===== src/rtl/pcx_pkg.sv =====
package pcx_pkg;
  localparam int unsigned GROUPS    = 3;
  localparam int unsigned GROUP_W   = 8;
  localparam int unsigned BUS_W     = 8;
  localparam logic [7:0]  A_MASK_LO = 8'h6B;
  localparam logic [7:0]  A_GRP_EN  = 8'h68;
  localparam logic [7:0]  A_FLAGS   = 8'h69;

  // bits that physically exist in each group's mask register
  function automatic logic [GROUP_W-1:0] impl_bits(input int g);
    return (g == 1) ? {1'b0, {(GROUP_W-1){1'b1}}} : {GROUP_W{1'b1}};
  endfunction
endpackage


===== src/rtl/pcx_sync.sv =====
module pcx_sync #(
  parameter int unsigned W = 8
) (
  input  logic         clk,
  input  logic         rst_n,
  input  logic [W-1:0] d_async,
  output logic [W-1:0] q_sync
);
  logic [W-1:0] meta_q;

  always_ff @(posedge clk or negedge rst_n) begin
    if (!rst_n) begin
      meta_q <= '0;
      q_sync <= '0;
    end else begin
      meta_q <= d_async;
      q_sync <= meta_q;
    end
  end
endmodule


===== src/rtl/pcx_group.sv =====
module pcx_group #(
  parameter int unsigned            W    = 8,
  parameter logic [W-1:0]           IMPL = '1
) (
  input  logic         clk,
  input  logic         rst_n,
  input  logic [W-1:0] pin_s,
  input  logic         mask_we,
  input  logic [W-1:0] mask_wdata,
  input  logic         grp_en,
  input  logic         gie,
  input  logic         clr,
  output logic [W-1:0] mask_q,
  output logic         set_evt,
  output logic         flag_q,
  output logic         irq_q
);
  logic [W-1:0] prev_q;
  logic [W-1:0] hit;

  // change on any gated pin, either polarity
  assign hit     = (pin_s ^ prev_q) & mask_q & {W{grp_en}};
  assign set_evt = |hit;

  always_ff @(posedge clk or negedge rst_n) begin
    if (!rst_n) begin
      prev_q <= '0;
      mask_q <= '0;
      flag_q <= 1'b0;
      irq_q  <= 1'b0;
    end else begin
      prev_q <= pin_s;
      if (mask_we) mask_q <= mask_wdata & IMPL;
      // a fresh event outranks any clear in the same cycle
      flag_q <= set_evt | (flag_q & ~clr);
      irq_q  <= flag_q & grp_en & gie;
    end
  end
endmodule


===== src/rtl/pinchg_irq.sv =====
module pinchg_irq
  import pcx_pkg::*;
#(
  parameter int unsigned NGRP = GROUPS,
  parameter int unsigned GW   = GROUP_W,
  parameter int unsigned DW   = BUS_W
) (
  input  logic                      clk,
  input  logic                      rst_n,
  input  logic [NGRP*GW-1:0]        pins_in,
  input  logic                      gie,
  input  logic                      reg_we,
  input  logic [7:0]                reg_addr,
  input  logic [DW-1:0]             reg_wdata,
  output logic [DW-1:0]             reg_rdata,
  input  logic                      ack_stb,
  input  logic [$clog2(NGRP+1)-1:0] ack_grp,
  output logic [NGRP-1:0]           irq_req
);
  localparam int unsigned NPIN  = NGRP * GW;
  localparam int unsigned SEL_W = $clog2(NGRP + 1);

  logic [NPIN-1:0] pins_s;
  logic [NGRP-1:0] en_q;
  logic [NGRP-1:0] flag_q;
  logic [NGRP-1:0] set_evt;
  logic [NGRP-1:0] clr;
  logic [GW-1:0]   mask_q [NGRP];

  pcx_sync #(.W(NPIN)) u_sync (
    .clk    (clk),
    .rst_n  (rst_n),
    .d_async(pins_in),
    .q_sync (pins_s)
  );

  always_ff @(posedge clk or negedge rst_n) begin
    if (!rst_n)                             en_q <= '0;
    else if (reg_we && reg_addr == A_GRP_EN) en_q <= reg_wdata[NGRP-1:0];
  end

  for (genvar g = 0; g < NGRP; g++) begin : g_grp
    logic m_we;
    assign m_we   = reg_we && (reg_addr == A_MASK_LO + 8'(g));
    assign clr[g] = (reg_we && reg_addr == A_FLAGS && reg_wdata[g])
                  || (ack_stb && ack_grp == SEL_W'(g));

    pcx_group #(.W(GW), .IMPL(impl_bits(g))) u_grp (
      .clk       (clk),
      .rst_n     (rst_n),
      .pin_s     (pins_s[g*GW +: GW]),
      .mask_we   (m_we),
      .mask_wdata(reg_wdata[GW-1:0]),
      .grp_en    (en_q[g]),
      .gie       (gie),
      .clr       (clr[g]),
      .mask_q    (mask_q[g]),
      .set_evt   (set_evt[g]),
      .flag_q    (flag_q[g]),
      .irq_q     (irq_req[g])
    );
  end

  always_comb begin
    reg_rdata = '0;
    if (reg_addr == A_GRP_EN) reg_rdata[NGRP-1:0] = en_q;
    if (reg_addr == A_FLAGS)  reg_rdata[NGRP-1:0] = flag_q;
    for (int g = 0; g < NGRP; g++) begin
      if (reg_addr == A_MASK_LO + 8'(g)) reg_rdata[GW-1:0] = mask_q[g];
    end
  end
endmodule


===== config.mk =====
export PLATFORM = sky130hd
export DESIGN_NAME = pinchg_irq
export DESIGN_NICKNAME = d
export VERILOG_FILES = /design/src/rtl/pcx_pkg.sv /design/src/rtl/pcx_sync.sv /design/src/rtl/pcx_group.sv /design/src/rtl/pinchg_irq.sv
export SDC_FILE = /design/constraint.sdc
export NUM_CORES = 1
export LEC_CHECK = 0
export ABC_AREA = 1
export BUFFER_PORTS_ARGS = -buffer_cell sky130_fd_sc_hd__clkbuf_2
export CAP_MARGIN = 40
export CORE_MARGIN = 10
export CORE_UTILIZATION = 41
export DETAILED_ROUTE_END_ITERATION = 8
export PLACE_DENSITY = 0.64
export SLEW_MARGIN = 20
export SYNTH_ARGS = -nofsm -noshare
export SYNTH_HDL_FRONTEND = slang
export SYNTH_SLANG_ARGS = --single-unit

===== constraint.sdc =====
create_clock -name clk -period 3 [get_ports clk]
set_input_delay 0.3 -clock clk [delete_from_list [all_inputs] [get_ports clk]]
set_output_delay 0.3 -clock clk [all_outputs]
set_load 0.01 [all_outputs]

==> results of run 1 <==
-- layer usage --
metal  GRT usage  part of all wire
met1       0.157              0.45
met2       0.181              0.47
met3      0.0459             0.072
met4      0.0395             0.012
met5           0                 0
-- cells in the mapped netlist (2+ instances only) --
cell / number
dfrtp_1: 101
nand2_1: 70
inv_1: 29
o21ai_2: 21
nand3_1: 18
o21ai_0: 17
nor2_1: 15
a21oi_1: 9
nand2_2: 9
inv_2: 8
or2_2: 6
buf_6: 4
nand4_1: 4
o22ai_1: 4
xnor2_1: 4
xor2_1: 4
buf_4: 3
nand2_4: 3
nand3_2: 3
o211ai_1: 3
o21ai_1: 3
nor2_4: 2
nor2_8: 2
-- registers in the layout, indices dropped and copies added, names as in the netlist --
register            cells
g_grp.u_grp.mask_q     23
g_grp.u_grp.prev_q     23
u_sync.meta_q          23
u_sync.q_sync          23
en_q                    3
g_grp.u_grp.flag_q      3
g_grp.u_grp.irq_q       3
-- worst register-to-register path, stage by stage, from the launching register on --
cell and delay, ps:
dfrtp_1 400, or2_2 270, nand3_1 60, o21ai_0 80, nor2_1 110, nand2_1 120
nand2_1 80, nand2_1 40
-- kinds of logic after synthesis --
| group | count (synthesis) | synth area share |
|---|---|---|
| AND/OR/NAND/NOR | 135 | 0.174 |
| AO/OA/AOI/OAI | 59 | 0.101 |
| flip-flops | 101 | 0.652 |
| XOR/XNOR | 8 | 0.0181 |
| buffers and inverters | 45 | 0.0546 |
-- timing repair --
item | 4_1_cts | 5_1_grt
hold buffers | 1 | 0
buffers inserted | 0 | 0
endpoints found under the setup margin | 0 | 0
hold endpoints to repair | 49 | 0
-- layout make-up --
class | instances | share of cell area
flip-flops and latches | 101 | 0.568
multi-input cells | 202 | 0.255
repair buffers | 58 | 0.0703
well taps | 129 | 0.0363
clock buffers | 12 | 0.0326
inverters | 38 | 0.0324
clock inverters | 3 | 0.00478
-- power breakdown --
| group | switching, mW | total [mW] | internal, mW |
|---|---|---|---|
| Combinational | 0.118 | 0.194 | 0.0768 |
| Clock | 0.430 | 0.752 | 0.323 |
| Sequential | 0.0476 | 1.49 | 1.44 |
| Total | 0.595 | 2.44 | 1.84 |
-- final timing paths --
path                                   start                        to  slack (ps)  cells past startpoint
max                              reg_addr[4]              reg_rdata[0]        1230                      9
max reg2reg                u_sync.q_sync[20]     g_grp[2].u_grp.flag_q        1750                      7
max in group asynchronous              rst_n         u_sync.meta_q[20]        1790                      3
min reg2reg                u_sync.meta_q[14]         u_sync.q_sync[14]         350                      0
min in group asynchronous              rst_n  g_grp[1].u_grp.prev_q[2]         500                      2
min                               pins_in[8]          u_sync.meta_q[8]          50                      1
-- metrics by stage --
| step | util | setup slack, ps | hold slack [ps] |
|---|---|---|---|
| after floorplan | - | 1580 | 4.41 |
| after global placement | 0.462 | 1260 | 331 |
| after detailed placement | 0.462 | 1260 | 336 |
| after CTS | 0.481 | 1250 | 28.4 |
| after global routing | 0.481 | 1110 | 11.5 |
| final | 0.481 | 1230 | 47.3 |
==> flow_summary.yaml, run 1 <==
finish:
  multi_input_area_um2: 1130
  nNetsFinal: 457
  syn2layout_area_growth_pct: 14.8
  mostFrequentLayoutCells: "dfrtp_1 (101), nand2_1 (70), clkbuf_2 (55)"
  drive_gt1_frac: 0.304
  regArea_um2: 2530
  finalInstanceArea_um2: 4450
  layout_commonest_cell: "dfrtp_1"
  n_fill_cell: 869
  diodes: 0
  stdcell_count: 543
clock_network:
  cts_tree: "done"
  numClockSinks: 101
  clockBufferDepth: 2
  clkLatencyLatePin_ps: 350
  cts.clk_slew.worst_paths_ps: 90
  h-tree-depth: 3
  cts_root_buf: "clkbuf_8"
  ctsResizeCount: 0
  cts_made_buffers: 9
global_route:
  grt_use_total: 0.121
  grt-ovfl-total: 0
  grt_max_degree: 53
  grt_pass1_wl_um: 12600
  antenna_found_initial: 0
  first_global_vias: 2564
sta:
  drv_slew: 0
  skew_ps: 8.94
  max_freq_mhz: 564
  hold_viol_final: 0
  worst_pin_slew_ps: 614
  finalCritPeriodShare: 0.591
  min_period_ps: 1770
  relSlewSlack: 0.590
  fin_setup_tns_ps: 0
  finalSetupViolations: 0
  rsz0062_at_grt: "no"
floorplan:
  start_util: 0.419
  fp.dieW_um: 117
  row_count: 35
  die_h_um: 117
  core_um2: 9240
  io_pins: 58
  die_area_um2: 13700
worst_setup_path:
  critPathBufInv: 3
  crit_chain: "clkbuf_2 > inv_2 > nand2_2 > nor2_8 > nand3_2 > nand3_1 > nand2_1 > a21oi_1 > clkbuf_2"
  cpPeakStageDelay_ps: 210
  required_ps: 2700
  cp-start-kind: "primary input"
  cpMaxStageDelayCell: "nor2_8"
  cp_top_family: "simple AND/OR/NAND/NOR gates"
  critical_path.most_common_cell: "clkbuf_2"
  path_max_fanout: 14
  critPathCaptureType: "output pin"
  critPathKind: "in2out"
  worst_ep_arrival_time_ps: 1470
yosys:
  synth_seq_area_share: 0.652
  ys_warn_count: 0
  synth_area_per_cell_um2: 11.1
  synth_top_area_cell: "dfrtp_1"
  synth_edf_count: 0
  ys_types: 29
  syn_area_um2: 3870
  synth_area_leaders: "dfrtp_1 (65%), nand2_1 (6.8%), o21ai_2 (4.7%)"
  synth.net_count: 395
  async_flop_share: 1.00
  syn-instance-count: 348
  ys_seq_elements: 101
  synth_top_area_share: 0.652
  ys.flop_type: "dfrtp_1"
route:
  wl_per_cell_um: 13.7
  postRouteAntennaNets: 0
  vias: 2502
  avgViaCountPerCell: 4.61
  totalWireLength_um: 7460
  first_iter_violations: 180
  dr.pass1.iters: 4
  route.detailed.drc: 0
power_and_ir_drop:
  leakage_nw: 2.16
  vdd_drop_max_v: 0.000238
  finalPower_mw: 2.44
  p_per_area_nw_per_um2: 548
placed_design:
  port_buffers: 56
  gp_congestion: 0.823
  placed_area_um2: 4270
  dp.cells: 527
  dp_hpwl_um: 5600
flow_run:
  maxCapViolations: 0
min_path:
  hold_class: "in2reg"
status:
  status: "complete, no violations"
Note: power is estimated with default switching activity, not from simulation.
==> inputs of run 2 (changes only) <==
- PLACE_DENSITY: 0.64 -> 0.66
- clock period: 3 -> 1.6 ns (I/O delays scaled with it)
==> run 2 against run 1 <==
Effect of this change:
- die area unchanged
- combinational power rose by 110%
- utilization is 3.0 points higher
- clock skew rose by 5.0 ps
- clock power increased by 100%
- worst hold slack lost 1.8 ps
- count of clock-buffer cells in the layout unchanged
- sequential share of layout area down 3.3 points
- via count is 2.4% higher
- cell count is 4.8% higher
- design area increased by 6.1%
- critical path depth decreased by 4
- critical path type is now reg2out
- critical endpoint unchanged
- largest cell class unchanged
==> flow_summary.yaml, run 2 (synthesis gave the netlist of run 1 again) <==
status:
  status: "complete, no violations"
finish:
  diodes: 0
  finalInstanceArea_um2: 4720
  layout_commonest_cell: "dfrtp_1"
  syn2layout_area_growth_pct: 21.8
  nNetsFinal: 482
  mostFrequentLayoutCells: "dfrtp_1 (101), nand2_1 (70), clkbuf_2 (55)"
  drive_gt1_frac: 0.300
floorplan:
  die_h_um: 117
  start_util: 0.419
  core_um2: 9240
  fp.dieW_um: 117
  die_area_um2: 13700
  row_count: 35
  io_pins: 58
clock_network:
  clockBufferDepth: 2
  cts_made_buffers: 9
  h-tree-depth: 3
  clkLatencyLatePin_ps: 360
  cts.clk_slew.worst_paths_ps: 90
  cts_tree: "done"
  numClockSinks: 101
  cts_root_buf: "clkbuf_8"
power_and_ir_drop:
  leakage_nw: 2.28
  vdd_drop_max_v: 0.000641
  p_per_area_nw_per_um2: 1000
sta:
  finalSetupViolations: 0
  relSlewSlack: 0.658
  drv_slew: 0
  finalCritPeriodShare: 0.931
  max_freq_mhz: 671
  hold_viol_final: 0
  timing.hold.ws_ps: 45.5
  fin_setup_tns_ps: 0
  skew_ps: 14.0
  rsz0062_at_grt: "no"
  worst_pin_slew_ps: 513
  min_period_ps: 1490
route:
  first_iter_violations: 142
  dr.pass1.iters: 4
  vias: 2562
  postRouteAntennaNets: 0
  avgViaCountPerCell: 4.50
  route.detailed.drc: 0
  wl_per_cell_um: 13.3
  totalWireLength_um: 7560
worst_setup_path:
  crit_chain: "nand3_1 > nand3_1 > nand2_1 > a21oi_1 > clkbuf_2"
  critPathKind: "reg2out"
  cpPeakStageDelay_ps: 410
  critical_path.most_common_cell: "nand3_1"
  cp-start-kind: "flip-flop"
  worst_ep_arrival_time_ps: 1330
  cp_top_family: "flip-flops"
  cpMaxStageDelayCell: "dfrtp_1"
  required_ps: 1440
  critPathBufInv: 1
  critPathCaptureType: "output pin"
  path_max_fanout: 4
global_route:
  grt_max_degree: 102
  grt_use_total: 0.118
  grt-ovfl-total: 0
  first_global_vias: 2579
  antenna_found_initial: 0
  grt_pass1_wl_um: 12300
placed_design:
  dp_hpwl_um: 5480
  placed_area_um2: 4270
  port_buffers: 56
  gp_congestion: 0.846
min_path:
  hold_class: "in2reg"
flow_run:
  maxCapViolations: 0
run 2: cell count changes in the layout (fill, tap and decap cells not counted), sizes merged:
cell	change
buf	+2
dlygate4sd3	+23
clkinvlp	+1
run 2: tightest hold or removal path: stages:
cell and delay, ps:
clkbuf_2 80, inv_1 80, nor2_1 50
run 2: area by class of cell:
class                           instances  area [um^2]
Fill cell                             853         4520
Sequential cell                       101         2530
Multi-Input combinational cell        202         1130
Timing Repair Buffer                   83          558
Clock buffer                           12          165
Tap cell                              129          161
Inverter                               38          144
Clock inverter                          4         28.8
run 2: through the flow:
step / setup WS (ps) / util / power (mW) / std cells
3_5_place_dp: 142 / 0.462 / 3.22 / 527
5_1_grt: 34.3 / 0.511 / 4.99 / 569
4_1_cts: 28.6 / 0.509 / 4.81 / 567
6_report: 110 / 0.511 / 4.74 / 569
2_1_floorplan: 455 / - / 3.03 / 348
3_3_place_gp: 140 / 0.462 / 3.20 / 527
run 2: power breakdown:
part / total (mW) / switching [mW] / internal (mW)
Combinational: 0.415 / 0.229 / 0.185
Clock: 1.53 / 0.831 / 0.696
Sequential: 2.80 / 0.0903 / 2.71
Total: 4.74 / 1.15 / 3.59
run 2: routing by layer:
layer | GRT usage | vias up | wire, um
met5 | 0 | - | 0
met4 | 0.0519 | 0 | 53
met3 | 0.0326 | 7 | 432
met2 | 0.190 | 69 | 3700
met1 | 0.146 | 1194 | 3380
li1 | - | 1292 | -
run 2: final timing paths:
| kind | startpoint | endpoint | slack [ps] | cells past startpoint |
|---|---|---|---|---|
| setup / recovery | en_q[0] | reg_rdata[0] | 110 | 5 |
| hold / removal | gie | g_grp[0].u_grp.irq_q | 50 | 3 |
| setup reg to reg | u_sync.q_sync[22] | g_grp[2].u_grp.flag_q | 340 | 7 |
| hold reg to reg | u_sync.meta_q[8] | u_sync.q_sync[8] | 340 | 0 |
| max in group asynchronous | rst_n | u_sync.q_sync[0] | 820 | 3 |
| min in group asynchronous | rst_n | g_grp[1].u_grp.prev_q[6] | 400 | 3 |
run 2: timing repair:
action	4_1_cts	5_1_grt
buffers inserted	0	2
endpoints found under the setup margin	0	1
hold buffers	24	0
gates resized for setup	0	2
endpoints found under the hold margin	124	0
==> inputs of run 3 (changes only) <==
==> constraint.sdc (replaced) <==
create_clock -name clk -period 1.6 [get_ports clk]
set_input_delay 0.24 -clock clk [delete_from_list [all_inputs] [get_ports clk]]
set_output_delay 0.24 -clock clk [all_outputs]
set_load 0.01 [all_outputs]
==> run 3 against run 2 <==
Effect of this change:
- the flow now finishes with violations (setup timing)
- via count rose by 3.9%
- die area unchanged
- count of clock-buffer cells in the layout fell by 3
- wire length increased by 5.5%
- clock power up 17%
- cell count up 2.3%
- worst hold slack gained 74 ps
- global-route usage increased by 0.38 points
- total power up 7.2%
- fmax shrank 8.0%
==> flow_summary.yaml, run 3 (synthesis gave the netlist of run 1 again) <==
clock_network:
  cts_tree: "done"
  cts_root_buf: "clkbuf_8"
  clockBufferDepth: 2
  numClockSinks: 101
  cts.clk_slew.worst_paths_ps: 100
  h-tree-depth: 3
  cts_made_buffers: 9
  clkLatencyLatePin_ps: 360
global_route:
  first_global_vias: 2672
  antenna_found_initial: 0
  grt_pass1_wl_um: 12800
  grt_max_degree: 41
  grt_use_total: 0.122
  grt-ovfl-total: 0
floorplan:
  core_um2: 9240
  row_count: 35
  fp.dieW_um: 117
  die_h_um: 117
  start_util: 0.419
  io_pins: 58
  die_area_um2: 13700
worst_setup_path:
  crit_end: "reg_rdata[2]"
  cpMaxStageDelayCell: "nor2_2"
  setup.worst_path.start: "reg_addr[2]"
  cpPeakStageDelay_ps: 250
  worst_ep_arrival_time_ps: 1380
  cp-start-kind: "primary input"
  required_ps: 1360
  critPathBufInv: 3
  ff2ff_path_depth: 7
  rr_endpoint: "g_grp[2].u_grp.flag_q"
  path_depth: 9
  path_max_fanout: 3
  critPathCaptureType: "output pin"
  critPathKind: "in2out"
  crit_chain: "clkbuf_2 > inv_2 > nand2_1 > nor2_2 > nand2_1 > o21ai_1 > o22ai_2 > nand2_1 > buf_6"
  critical_path.most_common_cell: "nand2_1"
  r2r_slack_ps: 320
  r2r-start: "u_sync.q_sync[22]"
  cp_top_family: "simple AND/OR/NAND/NOR gates"
finish:
  syn2layout_area_growth_pct: 27.7
  mostFrequentLayoutCells: "dfrtp_1 (101), nand2_1 (69), clkbuf_2 (48)"
  final_core_util: 0.535
  n_fill_cell: 807
  layout_commonest_cell: "dfrtp_1"
  nNetsFinal: 495
  diodes: 0
  stdcell_count: 582
  drive_gt1_frac: 0.342
sta:
  worst_slack_ps: -19.7
  hold_viol_final: 0
  drv_slew: 0
  max_freq_mhz: 617
  skew_ps: 5.84
  rsz0062_at_grt: "yes"
  relSlewSlack: 0.751
  finalCritPeriodShare: 1.01
  worst_pin_slew_ps: 373
  min_period_ps: 1620
  finalSetupViolations: 1
power_and_ir_drop:
  finalPower_mw: 5.08
  seq_power_share: 0.551
  swShare: 0.243
  p_switching_mw: 1.24
  pwr-share-comb: 0.096
  vdd_drop_max_v: 0.000660
  p_per_area_nw_per_um2: 1030
  internal-power_mw: 3.84
  leakage_nw: 2.39
  p_clk_frac: 0.353
placed_design:
  gp_congestion: 0.830
  port_buffers: 56
  dp_hpwl_um: 5760
  place_worst_setup_slack_ps: 6.84
  dp.cells: 533
route:
  avgViaCountPerCell: 4.57
  route.detailed.drc: 0
  wl_per_cell_um: 13.7
  vias: 2661
  totalWireLength_um: 7980
  first_iter_violations: 104
  postRouteAntennaNets: 0
  dr.pass1.iters: 4
status:
  failed_checks: "setup timing"
  status: "finished, violations left"
min_path:
  hold_class: "in2reg"
flow_run:
  maxCapViolations: 0
## run 3: area by class of cell
cell class / instances / area, um^2 / area share
flip-flops and latches: 101 / 2530 / 0.511
multi-input cells: 202 / 1180 / 0.240
repair buffers: 96 / 694 / 0.140
well taps: 129 / 161 / 0.0326
inverters: 38 / 149 / 0.0301
clock buffers: 9 / 124 / 0.0250
clock inverters: 7 / 105 / 0.0212
## run 3: what timing repair did
action / in CTS / in global routing
endpoints found under the hold margin: 45 / 0
buffers inserted: 1 / 8
hold buffers: 24 / 0
gates resized for setup: 2 / 27
setup endpoints to repair: 2 / 7
pin swaps: 0 / 6
## run 3: worst min path at each step
| stage | depth (start not counted) | end | from | slack, ps |
|---|---|---|---|---|
| final | 3 | g_grp[0].u_grp.irq_q | gie | 120 |
| after floorplan | 0 | en_q[0] | rst_n | -60 |
| after global routing | 3 | g_grp[0].u_grp.irq_q | gie | 130 |
| after global placement | 1 | u_sync.meta_q[11] | rst_n | 170 |
| after detailed placement | 1 | u_sync.meta_q[11] | rst_n | 180 |
| after CTS | 3 | en_q[2] | reg_wdata[2] | 100 |
## run 3: power by group through the flow
| stage | Combinational (mW) | Clock [mW] | Sequential (mW) |
|---|---|---|---|
| global route | 0.554 | 1.97 | 2.82 |
| CTS | 0.439 | 1.86 | 2.80 |
| detailed placement | 0.385 | 0 | 2.85 |
| finish | 0.488 | 1.79 | 2.80 |
| floorplan | 0.211 | 0 | 2.82 |
| global placement | 0.372 | 0 | 2.84 |
## run 3: worst register-to-register path, cell delays in order, from the launching register on
cell and delay (ps):
dfrtp_1 400, or2_2 270, nand3_1 60, nand2_1 60
nor2_1 150, nand2_1 120, nand2_1 80, nand2_1 40
## run 3: metrics by stage
step	hold WS, ps	setup TNS (ps)	instance area [um^2]
2_1_floorplan	-55.6	0	3870
3_3_place_gp	170	0	4330
3_5_place_dp	177	0	4330
4_1_cts	101	0	4810
5_1_grt	129	-241	4950
6_report	119	-19.7	4950
## run 3: per-layer routing
layer	part of all wire	up-vias	global-route usage
met5	0	-	0
met4	0.019	0	0.0453
met3	0.065	13	0.0413
met2	0.49	70	0.199
met1	0.42	1264	0.146
li1	-	1314	-
